$ cat config.mk
export PLATFORM = sky130hd
export DESIGN_NAME = irq_merge_top
export DESIGN_NICKNAME = d
export VERILOG_FILES = /design/src/rtl/irq_merge_pkg.sv /design/src/rtl/irq_rst_sync.sv /design/src/rtl/irq_bus_slave.sv /design/src/rtl/irq_mask_regs.sv /design/src/rtl/irq_out_stage.sv /design/src/rtl/irq_merge_top.sv
export SDC_FILE = /design/constraint.sdc
export NUM_CORES = 1
export LEC_CHECK = 0
export BUFFER_PORTS_ARGS = -buffer_cell sky130_fd_sc_hd__buf_2
export CAP_MARGIN = 15
export CORE_ASPECT_RATIO = 0.7
export CORE_MARGIN = 4
export CORE_UTILIZATION = 30
export DETAILED_ROUTE_END_ITERATION = 7
export PLACE_DENSITY = 0.82
export SETUP_SLACK_MARGIN = 0.15
export SLEW_MARGIN = 20
export SYNTH_ARGS = -nofsm -noshare
export SYNTH_HDL_FRONTEND = slang
export SYNTH_SLANG_ARGS = --single-unit
$ cat constraint.sdc
create_clock -name clk -period 1.65 [get_ports clk]
set_input_delay 0.0825 -clock clk [delete_from_list [all_inputs] [get_ports clk]]
set_output_delay 0.0825 -clock clk [all_outputs]
set_load 0.005 [all_outputs]
$ cat src/rtl/irq_merge_pkg.sv
package irq_merge_pkg;

  typedef enum logic [1:0] {
    SEL_MASK_STAT = 2'd0,
    SEL_UNMASK    = 2'd1,
    SEL_MASK_SET  = 2'd2,
    SEL_NONE      = 2'd3
  } reg_sel_e;

  localparam logic [1:0] RESP_OKAY = 2'b00;

  localparam int unsigned WORD_SHIFT = 2;

endpackage

$ cat src/rtl/irq_rst_sync.sv
module irq_rst_sync #(
  parameter int unsigned STAGES = 2
) (
  input  logic clk,
  input  logic rst_n,
  output logic rst_sync_n
);

  logic [STAGES-1:0] chain_q;
  logic [STAGES-1:0] chain_d;

  always_comb begin
    chain_d = {chain_q[STAGES-2:0], 1'b1};
  end

  always_ff @(posedge clk or negedge rst_n) begin
    if (!rst_n) begin
      chain_q <= '0;
    end else begin
      chain_q <= chain_d;
    end
  end

  assign rst_sync_n = chain_q[STAGES-1];

endmodule

$ cat src/rtl/irq_bus_slave.sv
module irq_bus_slave #(
  parameter int unsigned ADDR_W = 4,
  parameter int unsigned DATA_W = 32
) (
  input  logic              clk,
  input  logic              rst_n,
  input  logic              awvalid,
  output logic              awready,
  input  logic [ADDR_W-1:0] awaddr,
  input  logic              wvalid,
  output logic              wready,
  input  logic [DATA_W-1:0] wdata,
  output logic              bvalid,
  input  logic              bready,
  output logic [1:0]        bresp,
  input  logic              arvalid,
  output logic              arready,
  input  logic [ADDR_W-1:0] araddr,
  output logic              rvalid,
  input  logic              rready,
  output logic [DATA_W-1:0] rdata,
  output logic [1:0]        rresp,
  output logic              wr_fire,
  output logic [ADDR_W-1:0] wr_addr,
  output logic [DATA_W-1:0] wr_data,
  output logic [ADDR_W-1:0] rd_addr,
  input  logic [DATA_W-1:0] rd_data
);

  import irq_merge_pkg::*;

  logic              bvalid_q, bvalid_d;
  logic              rvalid_q, rvalid_d;
  logic [DATA_W-1:0] rdata_q, rdata_d;
  logic              rdata_en;
  logic              rd_fire;

  // both write channels must be present; the response slot must be free
  assign awready = !bvalid_q && wvalid;
  assign wready  = !bvalid_q && awvalid;
  assign wr_fire = awvalid && wvalid && !bvalid_q;
  assign wr_addr = awaddr;
  assign wr_data = wdata;

  assign arready = !rvalid_q;
  assign rd_fire = arvalid && !rvalid_q;
  assign rd_addr = araddr;

  always_comb begin
    bvalid_d = bvalid_q;
    if (wr_fire) begin
      bvalid_d = 1'b1;
    end else if (bready) begin
      bvalid_d = 1'b0;
    end
  end

  always_comb begin
    rvalid_d = rvalid_q;
    rdata_en = 1'b0;
    rdata_d  = rdata_q;
    if (rd_fire) begin
      rvalid_d = 1'b1;
      rdata_en = 1'b1;
      rdata_d  = rd_data;
    end else if (rready) begin
      rvalid_d = 1'b0;
    end
  end

  always_ff @(posedge clk or negedge rst_n) begin
    if (!rst_n) begin
      bvalid_q <= 1'b0;
      rvalid_q <= 1'b0;
    end else begin
      bvalid_q <= bvalid_d;
      rvalid_q <= rvalid_d;
    end
  end

  always_ff @(posedge clk or negedge rst_n) begin
    if (!rst_n) begin
      rdata_q <= '0;
    end else if (rdata_en) begin
      rdata_q <= rdata_d;
    end
  end

  assign bvalid = bvalid_q;
  assign bresp  = RESP_OKAY;
  assign rvalid = rvalid_q;
  assign rdata  = rdata_q;
  assign rresp  = RESP_OKAY;

endmodule

$ cat src/rtl/irq_mask_regs.sv
module irq_mask_regs #(
  parameter int unsigned NUM_LINES = 4,
  parameter int unsigned MASKABLE  = 1,
  parameter int unsigned ADDR_W    = 4,
  parameter int unsigned DATA_W    = 32
) (
  input  logic                 clk,
  input  logic                 rst_n,
  input  logic                 wr_fire,
  input  logic [ADDR_W-1:0]    wr_addr,
  input  logic [DATA_W-1:0]    wr_data,
  input  logic [ADDR_W-1:0]    rd_addr,
  output logic [DATA_W-1:0]    rd_data,
  output logic [NUM_LINES-1:0] mask_o
);

  import irq_merge_pkg::*;

  localparam int unsigned WORD_W = ADDR_W - WORD_SHIFT;

  reg_sel_e wr_sel;
  reg_sel_e rd_sel;
  logic     unmask_hit;
  logic     mask_hit;

  function automatic reg_sel_e decode(input logic [ADDR_W-1:0] addr);
    logic [WORD_W-1:0] word;
    word = addr[ADDR_W-1:WORD_SHIFT];
    if (word == WORD_W'(0))      decode = SEL_MASK_STAT;
    else if (word == WORD_W'(1)) decode = SEL_UNMASK;
    else if (word == WORD_W'(2)) decode = SEL_MASK_SET;
    else                         decode = SEL_NONE;
  endfunction

  assign wr_sel     = decode(wr_addr);
  assign rd_sel     = decode(rd_addr);
  assign unmask_hit = wr_fire && (wr_sel == SEL_UNMASK);
  assign mask_hit   = wr_fire && (wr_sel == SEL_MASK_SET);

  genvar gi;
  generate
    for (gi = 0; gi < NUM_LINES; gi++) begin : g_line
      if (gi < MASKABLE) begin : g_stored
        logic bit_q, bit_d, bit_en;
        always_comb begin
          bit_en = 1'b0;
          bit_d  = bit_q;
          // disable side takes priority over enable side
          if (mask_hit && wr_data[gi]) begin
            bit_en = 1'b1;
            bit_d  = 1'b1;
          end else if (unmask_hit && wr_data[gi]) begin
            bit_en = 1'b1;
            bit_d  = 1'b0;
          end
        end
        always_ff @(posedge clk or negedge rst_n) begin
          if (!rst_n) begin
            bit_q <= 1'b1;
          end else if (bit_en) begin
            bit_q <= bit_d;
          end
        end
        assign mask_o[gi] = bit_q;
      end else begin : g_fixed
        assign mask_o[gi] = 1'b0;
      end
    end
  endgenerate

  always_comb begin
    rd_data = '0;
    if (rd_sel == SEL_MASK_STAT) begin
      rd_data = DATA_W'(mask_o);
    end
  end

  logic unused_bits;
  assign unused_bits = ^{wr_data[DATA_W-1:MASKABLE], wr_addr[WORD_SHIFT-1:0], rd_addr[WORD_SHIFT-1:0]};

endmodule

$ cat src/rtl/irq_out_stage.sv
module irq_out_stage #(
  parameter int unsigned NUM_LINES = 4,
  parameter int unsigned NUM_ERR   = 2
) (
  input  logic                 clk,
  input  logic                 rst_n,
  input  logic [NUM_LINES-1:0] arr_irq,
  input  logic [NUM_ERR-1:0]   err_src,
  input  logic [NUM_LINES-1:0] mask,
  output logic [NUM_LINES-1:0] irq
);

  logic                 any_err;
  logic [NUM_LINES-1:0] merged;
  logic [NUM_LINES-1:0] irq_d;
  logic [NUM_LINES-1:0] irq_q;

  assign any_err = |err_src;

  genvar gl;
  generate
    for (gl = 0; gl < NUM_LINES; gl++) begin : g_merge
      always_comb begin
        merged[gl] = arr_irq[gl] | any_err;
        irq_d[gl]  = merged[gl] & ~mask[gl];
      end
    end
  endgenerate

  always_ff @(posedge clk or negedge rst_n) begin
    if (!rst_n) begin
      irq_q <= '0;
    end else begin
      irq_q <= irq_d;
    end
  end

  assign irq = irq_q;

endmodule

$ cat src/rtl/irq_merge_top.sv
module irq_merge_top #(
  parameter int unsigned NUM_LINES = 4,
  parameter int unsigned NUM_ERR   = 2,
  parameter int unsigned MASKABLE  = 1,
  parameter int unsigned ADDR_W    = 4,
  parameter int unsigned DATA_W    = 32,
  parameter int unsigned SYNC_LEN  = 2
) (
  input  logic                 clk,
  input  logic                 rst_n,
  input  logic [NUM_LINES-1:0] arr_irq_i,
  input  logic [NUM_ERR-1:0]   err_src_i,
  input  logic                 s_awvalid,
  output logic                 s_awready,
  input  logic [ADDR_W-1:0]    s_awaddr,
  input  logic                 s_wvalid,
  output logic                 s_wready,
  input  logic [DATA_W-1:0]    s_wdata,
  output logic                 s_bvalid,
  input  logic                 s_bready,
  output logic [1:0]           s_bresp,
  input  logic                 s_arvalid,
  output logic                 s_arready,
  input  logic [ADDR_W-1:0]    s_araddr,
  output logic                 s_rvalid,
  input  logic                 s_rready,
  output logic [DATA_W-1:0]    s_rdata,
  output logic [1:0]           s_rresp,
  output logic [NUM_LINES-1:0] irq_o
);

  logic                 rst_sync_n;
  logic                 wr_fire;
  logic [ADDR_W-1:0]    wr_addr;
  logic [DATA_W-1:0]    wr_data;
  logic [ADDR_W-1:0]    rd_addr;
  logic [DATA_W-1:0]    rd_data;
  logic [NUM_LINES-1:0] mask_vec;

  irq_rst_sync #(.STAGES(SYNC_LEN)) u_rst (
    .clk        (clk),
    .rst_n      (rst_n),
    .rst_sync_n (rst_sync_n)
  );

  irq_bus_slave #(.ADDR_W(ADDR_W), .DATA_W(DATA_W)) u_bus (
    .clk     (clk),
    .rst_n   (rst_sync_n),
    .awvalid (s_awvalid),
    .awready (s_awready),
    .awaddr  (s_awaddr),
    .wvalid  (s_wvalid),
    .wready  (s_wready),
    .wdata   (s_wdata),
    .bvalid  (s_bvalid),
    .bready  (s_bready),
    .bresp   (s_bresp),
    .arvalid (s_arvalid),
    .arready (s_arready),
    .araddr  (s_araddr),
    .rvalid  (s_rvalid),
    .rready  (s_rready),
    .rdata   (s_rdata),
    .rresp   (s_rresp),
    .wr_fire (wr_fire),
    .wr_addr (wr_addr),
    .wr_data (wr_data),
    .rd_addr (rd_addr),
    .rd_data (rd_data)
  );

  irq_mask_regs #(
    .NUM_LINES (NUM_LINES),
    .MASKABLE  (MASKABLE),
    .ADDR_W    (ADDR_W),
    .DATA_W    (DATA_W)
  ) u_regs (
    .clk     (clk),
    .rst_n   (rst_sync_n),
    .wr_fire (wr_fire),
    .wr_addr (wr_addr),
    .wr_data (wr_data),
    .rd_addr (rd_addr),
    .rd_data (rd_data),
    .mask_o  (mask_vec)
  );

  irq_out_stage #(.NUM_LINES(NUM_LINES), .NUM_ERR(NUM_ERR)) u_out (
    .clk     (clk),
    .rst_n   (rst_sync_n),
    .arr_irq (arr_irq_i),
    .err_src (err_src_i),
    .mask    (mask_vec),
    .irq     (irq_o)
  );

endmodule

### Yosys cells after proc, flatten, opt, wreduce, memory -nomap -nowiden

Cells that the tools add are included.

| word-level totals | value |
|---|---|
| flip-flop bits (word level) | 41 |
| output and inout port bits | 45 |
| logic and storage cells | 54 |

| cells by class | value |
|---|---|
| mux-type cells | 16 |
| bitwise operators | 6 |
| reductions and logical operators | 20 |
| equality and inequality tests | 6 |

Operators by type and width:

| operator | count |
|---|---|
| $mux W1 | 12 |
| $logic_and A1 B1 Y1 | 9 |
| $mux W2 | 4 |
| $eq A2 B1 Y1 const B | 3 |
| $eq A2 B2 Y1 const B | 3 |
| $logic_not A2 Y1 | 3 |
| $reduce_bool A2 Y1 | 3 |
| $or A1 B1 Y1 | 4 |
| $reduce_and A2 Y1 | 2 |
| $logic_not A1 Y1 | 2 |
| $reduce_or A2 Y1 | 1 |
| $and A1 B1 Y1 | 1 |
| $not A1 Y1 | 1 |

### Logic depth before layout (Yosys ltp)

| logic depth | value |
|---|---|
| depth in word-level cells | 10 |
| mapped depth | 3 |

### Modules after synthesis

Synthesis repeated with hierarchy kept, for this count alone.

| second synthesis, totals | value |
|---|---|
| cells, all modules | 181 |
| area, all modules | 2278.4 µm² |

Modules (own cells, without submodules):

| module | times used | area each (µm²) | cells each |
|---|---|---|---|
| irq_bus_slave | 1 | 1749.2 | 123 |
| irq_mask_regs | 1 | 335.3 | 43 |
| irq_out_stage | 1 | 140.1 | 12 |
| irq_rst_sync | 1 | 53.8 | 3 |

### Worst setup path before layout

OpenSTA, ideal clock, no wires.

| timing path | value |
|---|---|
| path kind | register to register |
| start | register u_regs.g_line[0].g_stored.bit_q |
| end | register u_bus.rdata_q[0], in the netlist u_bus.rdata[0] |
| stages on the path, launching flop included | 3 |
| arrival time | 0.861 ns |
| path slack | 0.679 ns |
| library setup time | 0.110 ns |
| path buffers | 0 |
| clock period less this slack | 0.971 ns |
| cell sequence | dfstp_2 -> inv_1 -> o41ai_1 |

| on the way | value |
|---|---|
| longest elaborated chain between the ends | 1 |

Ends and longest elaborated chain:

| what | line | text |
|---|---|---|
| start: declaration | irq_mask_regs.sv:44 | `logic bit_q, bit_d, bit_en;` |
| start signal: assignment | irq_mask_regs.sv:61 | `bit_q <= bit_d;` |
| $mux W1 | irq_mask_regs.sv:73 | `if (rd_sel == SEL_MASK_STAT) begin` |
| end signal: assignment | irq_bus_slave.sv:85 | `rdata_q <= rdata_d;` |
| end: declaration | irq_bus_slave.sv:34 | `logic [DATA_W-1:0] rdata_q, rdata_d;` |

Every way passes these cells.
A chain may end at the register's enable or synchronous reset.

### Final worst setup path

| timing path | value |
|---|---|
| start | register u_bus.bvalid_q, in the netlist u_bus.bvalid |
| end | output s_awready |

| on the way | value |
|---|---|
| longest elaborated chain between the ends | 2 |

Ends and longest elaborated chain:

| what | line | text |
|---|---|---|
| start: declaration | irq_bus_slave.sv:32 | `logic bvalid_q, bvalid_d;` |
| start signal: assignment | irq_bus_slave.sv:76 | `bvalid_q <= bvalid_d;` |
| $logic_not A1 Y1 | irq_bus_slave.sv:39 | `assign awready = !bvalid_q && wvalid;` |
| $logic_and A1 B1 Y1 | irq_bus_slave.sv:39 |  |
| end: declaration | irq_merge_top.sv:14 | `output logic s_awready,` |

Every way passes these cells.

==> impl_metrics.toml <==
[outcome]
run_status = "complete, no violations"

[die]
boundaryPins = 98
die-height_um = 46.6
initial_core_util_pct = 33.0
num_rows = 13
die_x_um = 63.2
die-area_um2 = 2950
core-area_um2 = 1940

[placement]
routability_congestion = 0.680
pre_cts_ws_ns = 0.561
hpwl_um = 1020
io_buffers = 27

[pwr]
leakagePower_uw = 0.000406
power_density_nw_per_um2 = 728
report.power.total_uw = 534
vdd.ir_drop.worst_mv = 0.162

[drt]
vias = 441
routed_wl_um = 1200
post_drt_wl_per_cell_um = 9.83
iteration_0_drc_markers = 5
post-route-drc-count = 0
firstDrtPassIters = 3
avgViaCountPerCell = 3.61
final_antenna_net_count = 0

[logic_synthesis]
synth.lib_cells_used.distinct = 17
synth.area.mux_share_pct = 0
post_synth_instance_area_um2 = 639
synth.yosys.seq_area_share_pct = 39.3
synth-adder-area-share_pct = 0
yosys_register_bits = 10
synth_warnings = 0
syn_area_per_cell_um2 = 9.69
syn-instance-count = 66
synthSimpleGateAreaFrac_pct = 11.0
largest_family_of_logic_cells_by_synthesized_area = "buffers and inverters"
synth_compound_area_share_pct = 5.68
synthXorXnorAreaFrac_pct = 0

[timing]
skew_ns = 0.00423
fin_hold_ws_ns = 0.0140
final_hold_viol_count = 0
fmaxAchievable_mhz = 899
period_share_pct = 67.4
final_critical_path_setup_slack_ns = 0.537
rsz0062_at_grt = "no"
setup_total_negative_slack_ns = 0
timing.final.max_slew_violations = 0
setup_viol_count_final = 0
finalCriticalPeriod_ns = 1.11

[global_route]
pin_count_of_the_biggest_net_entering_global_routing = 9
wire_length_of_the_first_global_routing_pass_um = 1700
global_route.overflow_total = 0
combined_global_route_utilization_of_all_metal_layers_pct = 7.75
grt_pass1_vias = 401
antenna_violations_before_repair = 0

[setup_path]
critical_path.n_buffers_inverters = 1
critPathKind = "register to output port"
crit_family = "flip-flops"
start_kind = "register"
crit_required_ns = 1.57
cell_type_of_the_slowest_stage_on_the_worst_timing_path = "sky130_fd_sc_hd__dfrtp_1"
crit_arrival_ns = 1.03
cpPeakStageDelay_ns = 0.41
end_kind = "output port"
r2r_slack_ns = 0.56
critical_path_peak_fanout = 5
cells_traversed_along_the_worst_timing_path = "and2b_2 -> buf_2"

[finish]
share_of_layout_cells_above_drive_strength_1_pct = 34.0
total_area_of_multi_input_combinational_cells_um2 = 241
nets = 154
total_of_fill_cells_in_the_finished_design = 189
num_antenna_cells = 0
area.sequential_um2 = 251
layout-area-overhead-vs-synth_pct = 14.7
fraction_of_the_core_area_covered_by_cells_at_the_end_of_the_flow_pct = 37.9

[clocking]
post_cts_hold_buffers = 2
htree_levels = 1
cts-buffers-inserted = 3
cts_setup_buffers = 0
max-clock-path-buffers = 2
cts.repair.resized = 0
worst_setup_hold_path_clk_slew_ns = 0.06
clockRootBuffer = "sky130_fd_sc_hd__clkbuf_4"
clock_insertion_delay_worst_skew_ns = 0.25
cts_sinks = 10
cts_tree = "built"

[flow_run]
max_cap_viol_count = 0

[hold_path]
min-delay-path-class = "input port to register"
-- area by class of cell --
cell class	instances	share of cell area (%)
Tap cell	22	3.75
Clock buffer	4	3.58
Timing Repair Buffer	31	23.9
Sequential cell	10	34.3
Multi-Input combinational cell	52	32.9
Inverter	3	1.54
-- power by group --
group / switching (µW) / internal (µW)
Sequential: 11.5 / 261
Combinational: 51.4 / 46.9
Clock: 70.3 / 92.8
Total: 133 / 400
-- sequential cells by signal, summed over array words and instances (netlist names) --
name	count
u_regs.g_line.g_stored.bit_q	1
u_bus.rvalid	1
u_bus.rdata	1
u_out.irq	4
u_bus.bvalid	1
u_rst.chain_q	2
-- cell usage after synthesis, drive strengths merged --
library cell	number	share of area, %
nand2	1	0.59
o21ai	2	1.6
dfrtp	9	35
a22oi	1	1.2
nand4b	1	1.4
nand4	1	0.98
and2b	2	2.7
nor3	1	0.78
a22o	1	1.6
nand2b	1	0.98
or3	3	2.9
buf	35	41
nor2	1	0.59
dfstp	1	4.1
inv	3	1.8
o41ai	1	1.4
conb	2	1.2
-- layout by cell type (no fill, tap or decap), drive strengths merged --
| cell type | synthesis | layout |
|---|---|---|
| nand4b | 1 | 1 |
| dfrtp | 9 | 9 |
| o21ai | 2 | 2 |
| dfstp | 1 | 1 |
| conb | 2 | 36 |
| dlygate4sd3 | 0 | 4 |
| clkbuf | 0 | 4 |
| buf | 35 | 27 |
| a22o | 1 | 1 |
| nand2b | 1 | 1 |
| nor2 | 1 | 1 |
| inv | 3 | 3 |
| or3 | 3 | 3 |
| nand2 | 1 | 1 |
| and2b | 2 | 2 |
| nor3 | 1 | 1 |
| o41ai | 1 | 1 |
| nand4 | 1 | 1 |
| a22oi | 1 | 1 |
-- logic make-up (layout without fill, tap and decap cells) --
logic type | count (synthesis) | in the layout
compound gates | 5 | 5
other cells | 2 | 36
simple gates | 11 | 11
flops | 10 | 10
buf+inv | 38 | 38
-- worst register-to-register path, cell delays in order, from the launching register on --
cell and delay [ns]:
sky130_fd_sc_hd__dfstp_2 0.54, sky130_fd_sc_hd__inv_1 0.06, sky130_fd_sc_hd__o41ai_1 0.37
-- per-stage QoR --
stage | std cells | area, µm²
after global routing | 122 | 733
after global placement | 114 | 667
after floorplan | 100 | 767
after detailed placement | 114 | 667
final | 122 | 733
after CTS | 120 | 713
-- per-layer routing --
metal	vias up	global-route usage, %	part of all wire [%]
met2	35	14.5	50
li1	208	-	-
met4	0	5.15	0
met5	-	0	0
met3	0	3.90	16
met1	198	6.89	34
-- path summary, 6_finish.rpt --
path | start | end | depth (start not counted)
min in group asynchronous | u_rst.chain_q[1]$_DFF_PN0_ | u_bus.bvalid$_DFFE_PN0P_ | 0
setup reg to reg | u_regs.g_line[0].g_stored.bit_q$_DFFE_PN1P_ | u_bus.rdata[0]$_DFFE_PN0P_ | 2
hold reg to reg | u_rst.chain_q[1]$_DFF_PN0_ | u_bus.bvalid$_DFFE_PN0P_ | 0
max in group asynchronous | u_rst.chain_q[1]$_DFF_PN0_ | u_regs.g_line[0].g_stored.bit_q$_DFFE_PN1P_ | 0
hold / removal | s_araddr[3] | u_bus.rdata[0]$_DFFE_PN0P_ | 2
setup / recovery | u_bus.bvalid$_DFFE_PN0P_ | s_awready | 2
Power figures use the tool's default switching activity.
